===== src/rtl/bna_pkg.sv =====
package bna_pkg;
  typedef struct packed {
    logic loadPc;
    logic takeBranch;
    logic forceReset;
  } bnaStrobes_t;
endpackage


===== src/rtl/bna_control.sv =====
module bna_control
  import bna_pkg::*;
(
  input  logic        rst,
  input  logic        advance,
  input  logic        isBranch,
  input  logic        aluZero,
  output bnaStrobes_t strobes
);
  always_comb begin
    strobes            = '0;
    strobes.forceReset = rst;
    strobes.loadPc     = advance & ~rst;
    strobes.takeBranch = isBranch & aluZero;
  end
endmodule


===== src/rtl/bna_datapath.sv =====
module bna_datapath
  import bna_pkg::*;
#(
  parameter int          WORD_W     = 30,
  parameter int          IMM_W      = 16,
  parameter logic [WORD_W-1:0] RESET_WORD = '0
) (
  input  logic              clk,
  input  bnaStrobes_t       strobes,
  input  logic [IMM_W-1:0]  branchImm,
  output logic [WORD_W-1:0] pcWord
);
  localparam int EXT_W = WORD_W - IMM_W;

  logic [WORD_W-1:0] extImm;
  logic [WORD_W-1:0] addOperand;
  logic [WORD_W-1:0] nextWord;

  // Sign extension of the word displacement
  generate
    if (EXT_W > 0) begin : g_ext
      assign extImm = {{EXT_W{branchImm[IMM_W-1]}}, branchImm};
    end else begin : g_trunc
      assign extImm = branchImm[WORD_W-1:0];
    end
  endgenerate

  // One adder: carry-in of one gives the increment, operand gives the offset
  assign addOperand = strobes.takeBranch ? extImm : '0;
  assign nextWord   = pcWord + addOperand + WORD_W'(1);

  always_ff @(posedge clk) begin
    if (strobes.forceReset)  pcWord <= RESET_WORD;
    else if (strobes.loadPc) pcWord <= nextWord;
  end

  // counter frozen when not loading
  p_hold_r6: assert property (@(posedge clk) disable iff (strobes.forceReset)
    (!$past(strobes.loadPc) && !$past(strobes.forceReset)) |-> $stable(pcWord));

  // sequential step adds exactly one word
  p_seq_step_r3: assert property (@(posedge clk) disable iff (strobes.forceReset)
    ($past(strobes.loadPc) && !$past(strobes.takeBranch)) |-> pcWord == $past(pcWord) + WORD_W'(1));

  // taken branch adds displacement plus one word
  p_branch_target_r4: assert property (@(posedge clk) disable iff (strobes.forceReset)
    ($past(strobes.loadPc) && $past(strobes.takeBranch))
      |-> pcWord == $past(pcWord) + $past(extImm) + WORD_W'(1));

  // top word wraps to zero on a sequential step
  p_no_overflow_r7: assert property (@(posedge clk) disable iff (strobes.forceReset)
    ($past(strobes.loadPc) && !$past(strobes.takeBranch) && ($past(pcWord) == '1))
      |-> pcWord == '0);
endmodule


===== src/rtl/branch_next_addr.sv =====
module branch_next_addr
  import bna_pkg::*;
#(
  parameter int          ADDR_W     = 32,
  parameter int          IMM_W      = 16,
  parameter logic [ADDR_W-1:0] RESET_ADDR = 32'h0000_0100
) (
  input  logic                clk,
  input  logic                rst,
  input  logic                advance,
  input  logic                isBranch,
  input  logic                aluZero,
  input  logic [IMM_W-1:0]    branchImm,
  output logic [ADDR_W-3:0]   pcWord,
  output logic [ADDR_W-1:0]   fetchAddr
);
  localparam int WORD_W = ADDR_W - 2;
  localparam logic [WORD_W-1:0] RESET_WORD = RESET_ADDR[ADDR_W-1:2];

  bnaStrobes_t strobes;

  bna_control u_control (
    .rst      (rst),
    .advance  (advance),
    .isBranch (isBranch),
    .aluZero  (aluZero),
    .strobes  (strobes)
  );

  bna_datapath #(
    .WORD_W     (WORD_W),
    .IMM_W      (IMM_W),
    .RESET_WORD (RESET_WORD)
  ) u_datapath (
    .clk       (clk),
    .strobes   (strobes),
    .branchImm (branchImm),
    .pcWord    (pcWord)
  );

  assign fetchAddr = {pcWord, 2'b00};

  // reset vector must be word aligned
  initial begin
    p_reset_aligned_r2: assert (RESET_ADDR[1:0] == 2'b00);
  end

  // first cycle out of reset shows the reset address
  p_reset_addr_r2: assert property (@(posedge clk) disable iff (rst)
    $past(rst) |-> fetchAddr == RESET_ADDR);

  // fetch address tracks the word counter
  p_fetch_word_r1: assert property (@(posedge clk) disable iff (rst)
    fetchAddr[ADDR_W-1:2] == pcWord);
endmodule


===== config.mk =====
export PLATFORM = sky130hd
export DESIGN_NAME = branch_next_addr
export DESIGN_NICKNAME = d
export VERILOG_FILES = /design/src/rtl/bna_pkg.sv /design/src/rtl/bna_control.sv /design/src/rtl/bna_datapath.sv /design/src/rtl/branch_next_addr.sv
export SDC_FILE = /design/constraint.sdc
export NUM_CORES = 1
export LEC_CHECK = 0
export ABC_AREA = 1
export BUFFER_PORTS_ARGS = -buffer_cell sky130_fd_sc_hd__buf_4
export CAP_MARGIN = 20
export CORE_ASPECT_RATIO = 0.7
export CORE_MARGIN = 8
export CORE_UTILIZATION = 30
export DETAILED_ROUTE_END_ITERATION = 6
export PLACE_DENSITY = 0.58
export SYNTH_ARGS = -nofsm -noshare
export SYNTH_HDL_FRONTEND = slang
export SYNTH_SLANG_ARGS = --single-unit
export TNS_END_PERCENT = 50

===== constraint.sdc =====
create_clock -name clk -period 2.5 [get_ports clk]
set_input_delay 0.25 -clock clk [delete_from_list [all_inputs] [get_ports clk]]
set_output_delay 0.25 -clock clk [all_outputs]
set_load 0.02 [all_outputs]

-- Word-level counts from Yosys, hierarchy flattened
Index checks and enable logic that the tools add are counted.
Widths: inputs -> output; s select.
- bits in registers: 30
- bits of input ports: 21
- output and inout port bits: 62
- logic and storage cells: 7
- add/subtract/negate cells: 2
- mux-type cells: 1
- bitwise gates (word level): 3
- operators with widths (cell ; count):
    $add 30x1->30 const B ; 1
    $add 30x30->30 ; 1
    $mux 30 ; 1
    $and 1x1->1 ; 2
    $not 1->1 ; 1

-- Depth between registers and ports, before layout
- word-level depth: 4
- depth in mapped cells: 20
- mapped depth without buffers: 20

-- Hierarchy
Synthesis repeated with hierarchy kept, for this count alone.
- cell total of the unflattened synthesis: 651
- area total of the unflattened synthesis: 3646.0 um^2
- by module, submodules not included (module ; times used ; cells an instance ; area each (um^2) ; seq. area each (um^2)):
    bna_datapath ; 1 ; 613 ; 3377.0 ; 600.6
    branch_next_addr ; 1 ; 33 ; 244.0 ; 0.0
    bna_control ; 1 ; 5 ; 25.0 ; 0.0

-- Worst setup path before layout
No wires, ideal clock.
- kind: flip-flop to flip-flop
- start point: register u_datapath.pcWord[0]
- end point: register u_datapath.pcWord[26]
- library setup time: 0.109 ns
- arrival time: 2.072 ns
- required time: 2.391 ns
- path slack: 0.319 ns
- cell stages (with the launch flop): 18
- path buffers: 0
- period minus slack after synthesis: 2.181 ns
- cells stage by stage: dfxtp_1 > inv_1 > ha_1 > fa_1 > inv_1 > nand3_1 > nand2_1 > nand2_1 > nand2_1 > nand2_1 > nand2_1 > nand2_1 > nand2_1 > nand2_1 > nand3_1 > nand3_1 > nand2_1 > inv_1
- word-level cells in the longest chain between the ends: 2
- ends and longest elaborated chain (what ; RTL line ; source):
    start: declaration ; bna_datapath.sv:11 ; output logic [WORD_W-1:0] pcWord
    start signal: assignment ; bna_datapath.sv:34 ; else if (strobes.loadPc) pcWord <= nextWord;
    $add 30x30->30 ; bna_datapath.sv:30 ; assign nextWord = pcWord + addOperand + WORD_W'(1);
    $add 30x1->30 ; bna_datapath.sv:30 ;
No other way between the ends.
A chain may end at the register's enable or synchronous reset.

-- Worst setup path after layout
Ends and elaborated chain as after synthesis.

==> flow_summary.yaml <==
critical_path:
  worstSetupStartpoint: "u_datapath.pcWord[0]$_SDFFE_PP0P_"
  critPathTopFamily: "simple AND/OR/NAND/NOR gates"
  reg2reg_from: "u_datapath.pcWord[0]$_SDFFE_PP0P_"
  criticalPathCategory: "reg2reg"
  cp_common_cell: "nand2_1"
  critical_path.endpoint: "u_datapath.pcWord[26]$_SDFFE_PP0P_"
  crit_path_max_incr_delay_ps: 370
  crit_fanout: 4
  ff2ff_path_depth: 17
  cp_slowest_cell: "fa_1"
  critPathArrivalTime_ps: 2440
  cp-end-kind: "flop"
  timing.rr.end: "u_datapath.pcWord[26]$_SDFFE_PP0P_"
  cp_data_required_time_ps: 2670
  regToRegSetupSlack_ps: 230
  cp.depth: 17
  path_buf_inv: 3
  crit_chain: "inv_1, ha_1, fa_1, inv_1, nand3_1, nand2_1, nand2_1, nand2_1, nand2_1, nand2_1, nand2_1, nand2_1, nand2_1, nand3_1, nand3_1, nand2_1, inv_1"
  cp-start-kind: "flop"
timing:
  hold_viol_final: 0
  rsz0062_at_grt: "no"
  period_share_pct: 90.8
  period_needed_ps: 2270
  drv_slew: 0
  tightest_slew_ps: 666
  finalSetupTns_ps: 0
  finClkSkew_ps: 5.85
  setup_violations: 0
  max_freq_ghz: 0.441
  relSlewSlack_pct: 55.3
drt:
  first_iter_violations: 336
  viasPerCell: 4.82
  drc: 0
  totalWireLength_um: 11100
  num_vias: 3766
  wl_per_cell_um: 14.2
  antenna_left: 0
  drtPass1Iterations: 6
clocking:
  post-cts-setup-buffer-count: 0
  post_cts_resized: 0
  htree_num_levels: 2
  clock-sinks: 30
  cts_buffers: 5
  cts_tree: "done"
  cts.hold.buffers_added: 0
  cts.path.max_buffers: 2
  root_buffer: "clkbuf_16"
  clkSlewWorstSetupHoldPaths_ps: 50
  clkLatencyLatePin_ps: 280
floorplanning:
  io_pins: 83
  die_area_um2: 14600
  start_util_pct: 30.4
  die_x_um: 141
  fp-row-count: 32
  core_area_um2: 10900
  die_y_um: 104
placement:
  dp.final_hpwl_um: 8920
  dpl_cell_area_um2: 3870
  numPortBuffers: 80
  placed_cells: 775
  finalWeightedCongestion: 0.903
logic_synthesis:
  synth.most_common_cell: "nand2_1"
  syn_area_um2: 3290
  synth_seq_cells: 30
  yosysTopAreaCellShare_pct: 19.7
  ys_types: 34
  yosysSeqAreaShare_pct: 18.2
  synth_edf_count: 0
  async_flop_share_pct: 0
  yosysTopAreaCell: "nand2_1"
  avgSynthCellArea_um2: 5.72
  synth_warnings: 0
  synthTopCellsByCount: "173 x nand2_1, 85 x inv_1, 59 x nor2_1"
  synthCells: 576
  netlist_top_cells_area: "nand2_1 20%, dfxtp_1 18%, inv_1 9.7%"
  ys.flop_type: "dfxtp_1"
global_routing:
  antenna_found_initial: 0
  grt_pass1_vias: 3536
  grt_use_total_pct: 15.0
  grt_pass1_wl_um: 18000
  overflow: 0
  grt_max_degree: 33
layout:
  drive_gt1_share_pct: 17.0
  biggestRegsByFlops: "u_datapath.pcWord: 30 flops"
  largest_register: "u_datapath.pcWord"
  fin_nets: 666
  fin_util_pct: 36.9
  diodes: 0
  area_growth_syn_to_layout_pct: 21.6
  largest_reg_flops: 30
  final_cell_area_um2: 4010
  stdcell_count: 782
run_status:
  status: "finished, final reports clean"
power:
  power_density_nw_per_um2: 451
  irDropWorstVdd_mv: 0.260
  p_leak_nw: 2.22
job:
  drv_cap: 0
min_path:
  min_path_type: "in2reg"
cells in the final DEF (no fill, tap or decap), types with 3 or more instances in the layout:
cell type and count:
a21oi_1 36, a31oi_1 5, a41oi_1 10, buf_4 89
clkbuf_16 5, dfxtp_1 30, ha_1 15, inv_1 85
nand2_1 173, nand2_2 3, nand3_1 42, nand3b_1 3
nand4_1 15, nor2_1 59, nor2_2 6, o21ai_0 23
xor2_1 9
layout make-up:
class	instances	area [µm²]
Multi-Input combinational cell	415	2070
Fill cell	1213	6840
Timing Repair Buffer	90	688
Sequential cell	30	601
Tap cell	153	191
Clock buffer	7	133
Inverter	87	327
power by group:
group          internal, mW  leakage [nW]  switching (mW)
clock                 0.364        0.0640           0.216
sequential            0.519         0.249          0.0512
combinational         0.241          1.91           0.416
stage by stage:
stage                     setup slack, ps  hold WS, ps  power, mW
after CTS                             250          318       1.82
after global placement                143          499       1.23
final                                 231          333       1.81
after global routing                 10.1          345       1.91
after detailed placement             80.5          510       1.24
after floorplan                       319          417       1.03
per-layer routing:
metal / vias up / track usage [%] / wire length, µm / part of all wire [%]
met3: 4 / 3.21 / 1050 / 9.5
met1: 1685 / 23.0 / 5700 / 51
li1: 1921 / - / - / -
met2: 156 / 20.7 / 4300 / 39
met4: 0 / 2.75 / 48 / 0.43
met5: - / 0 / 0 / 0
worst min-delay path, cell delays in order:
cell and delay [ps]:
buf_4 190, a21oi_1 70, nand2_1 60
logic make-up (layout without fill, tap and decap cells):
| logic type | count (synthesis) | count (layout) | share of synthesized area (%) |
|---|---|---|---|
| compound gates | 81 | 81 | 14.2 |
| xor+xnor | 11 | 11 | 2.92 |
| fa+ha+maj | 16 | 16 | 6.30 |
| buf+inv | 132 | 184 | 19.1 |
| flops | 30 | 30 | 18.2 |
| other cells | 1 | 2 | 0.114 |
| simple gates | 305 | 305 | 39.2 |
how the worst min path moves through the flow:
stage,cells past startpoint,to,slack [ps],startpoint
final,3,u_datapath.pcWord[6]$_SDFFE_PP1P_,330,rst
after global routing,3,u_datapath.pcWord[6]$_SDFFE_PP1P_,350,rst
after CTS,3,u_datapath.pcWord[6]$_SDFFE_PP1P_,320,rst
after detailed placement,2,u_datapath.pcWord[5]$_SDFFE_PP0P_,510,u_datapath.pcWord[5]$_SDFFE_PP0P_
after global placement,2,u_datapath.pcWord[7]$_SDFFE_PP0P_,500,u_datapath.pcWord[7]$_SDFFE_PP0P_
after floorplan,2,u_datapath.pcWord[20]$_SDFFE_PP0P_,420,advance
(Power assumes the default switching activity.)
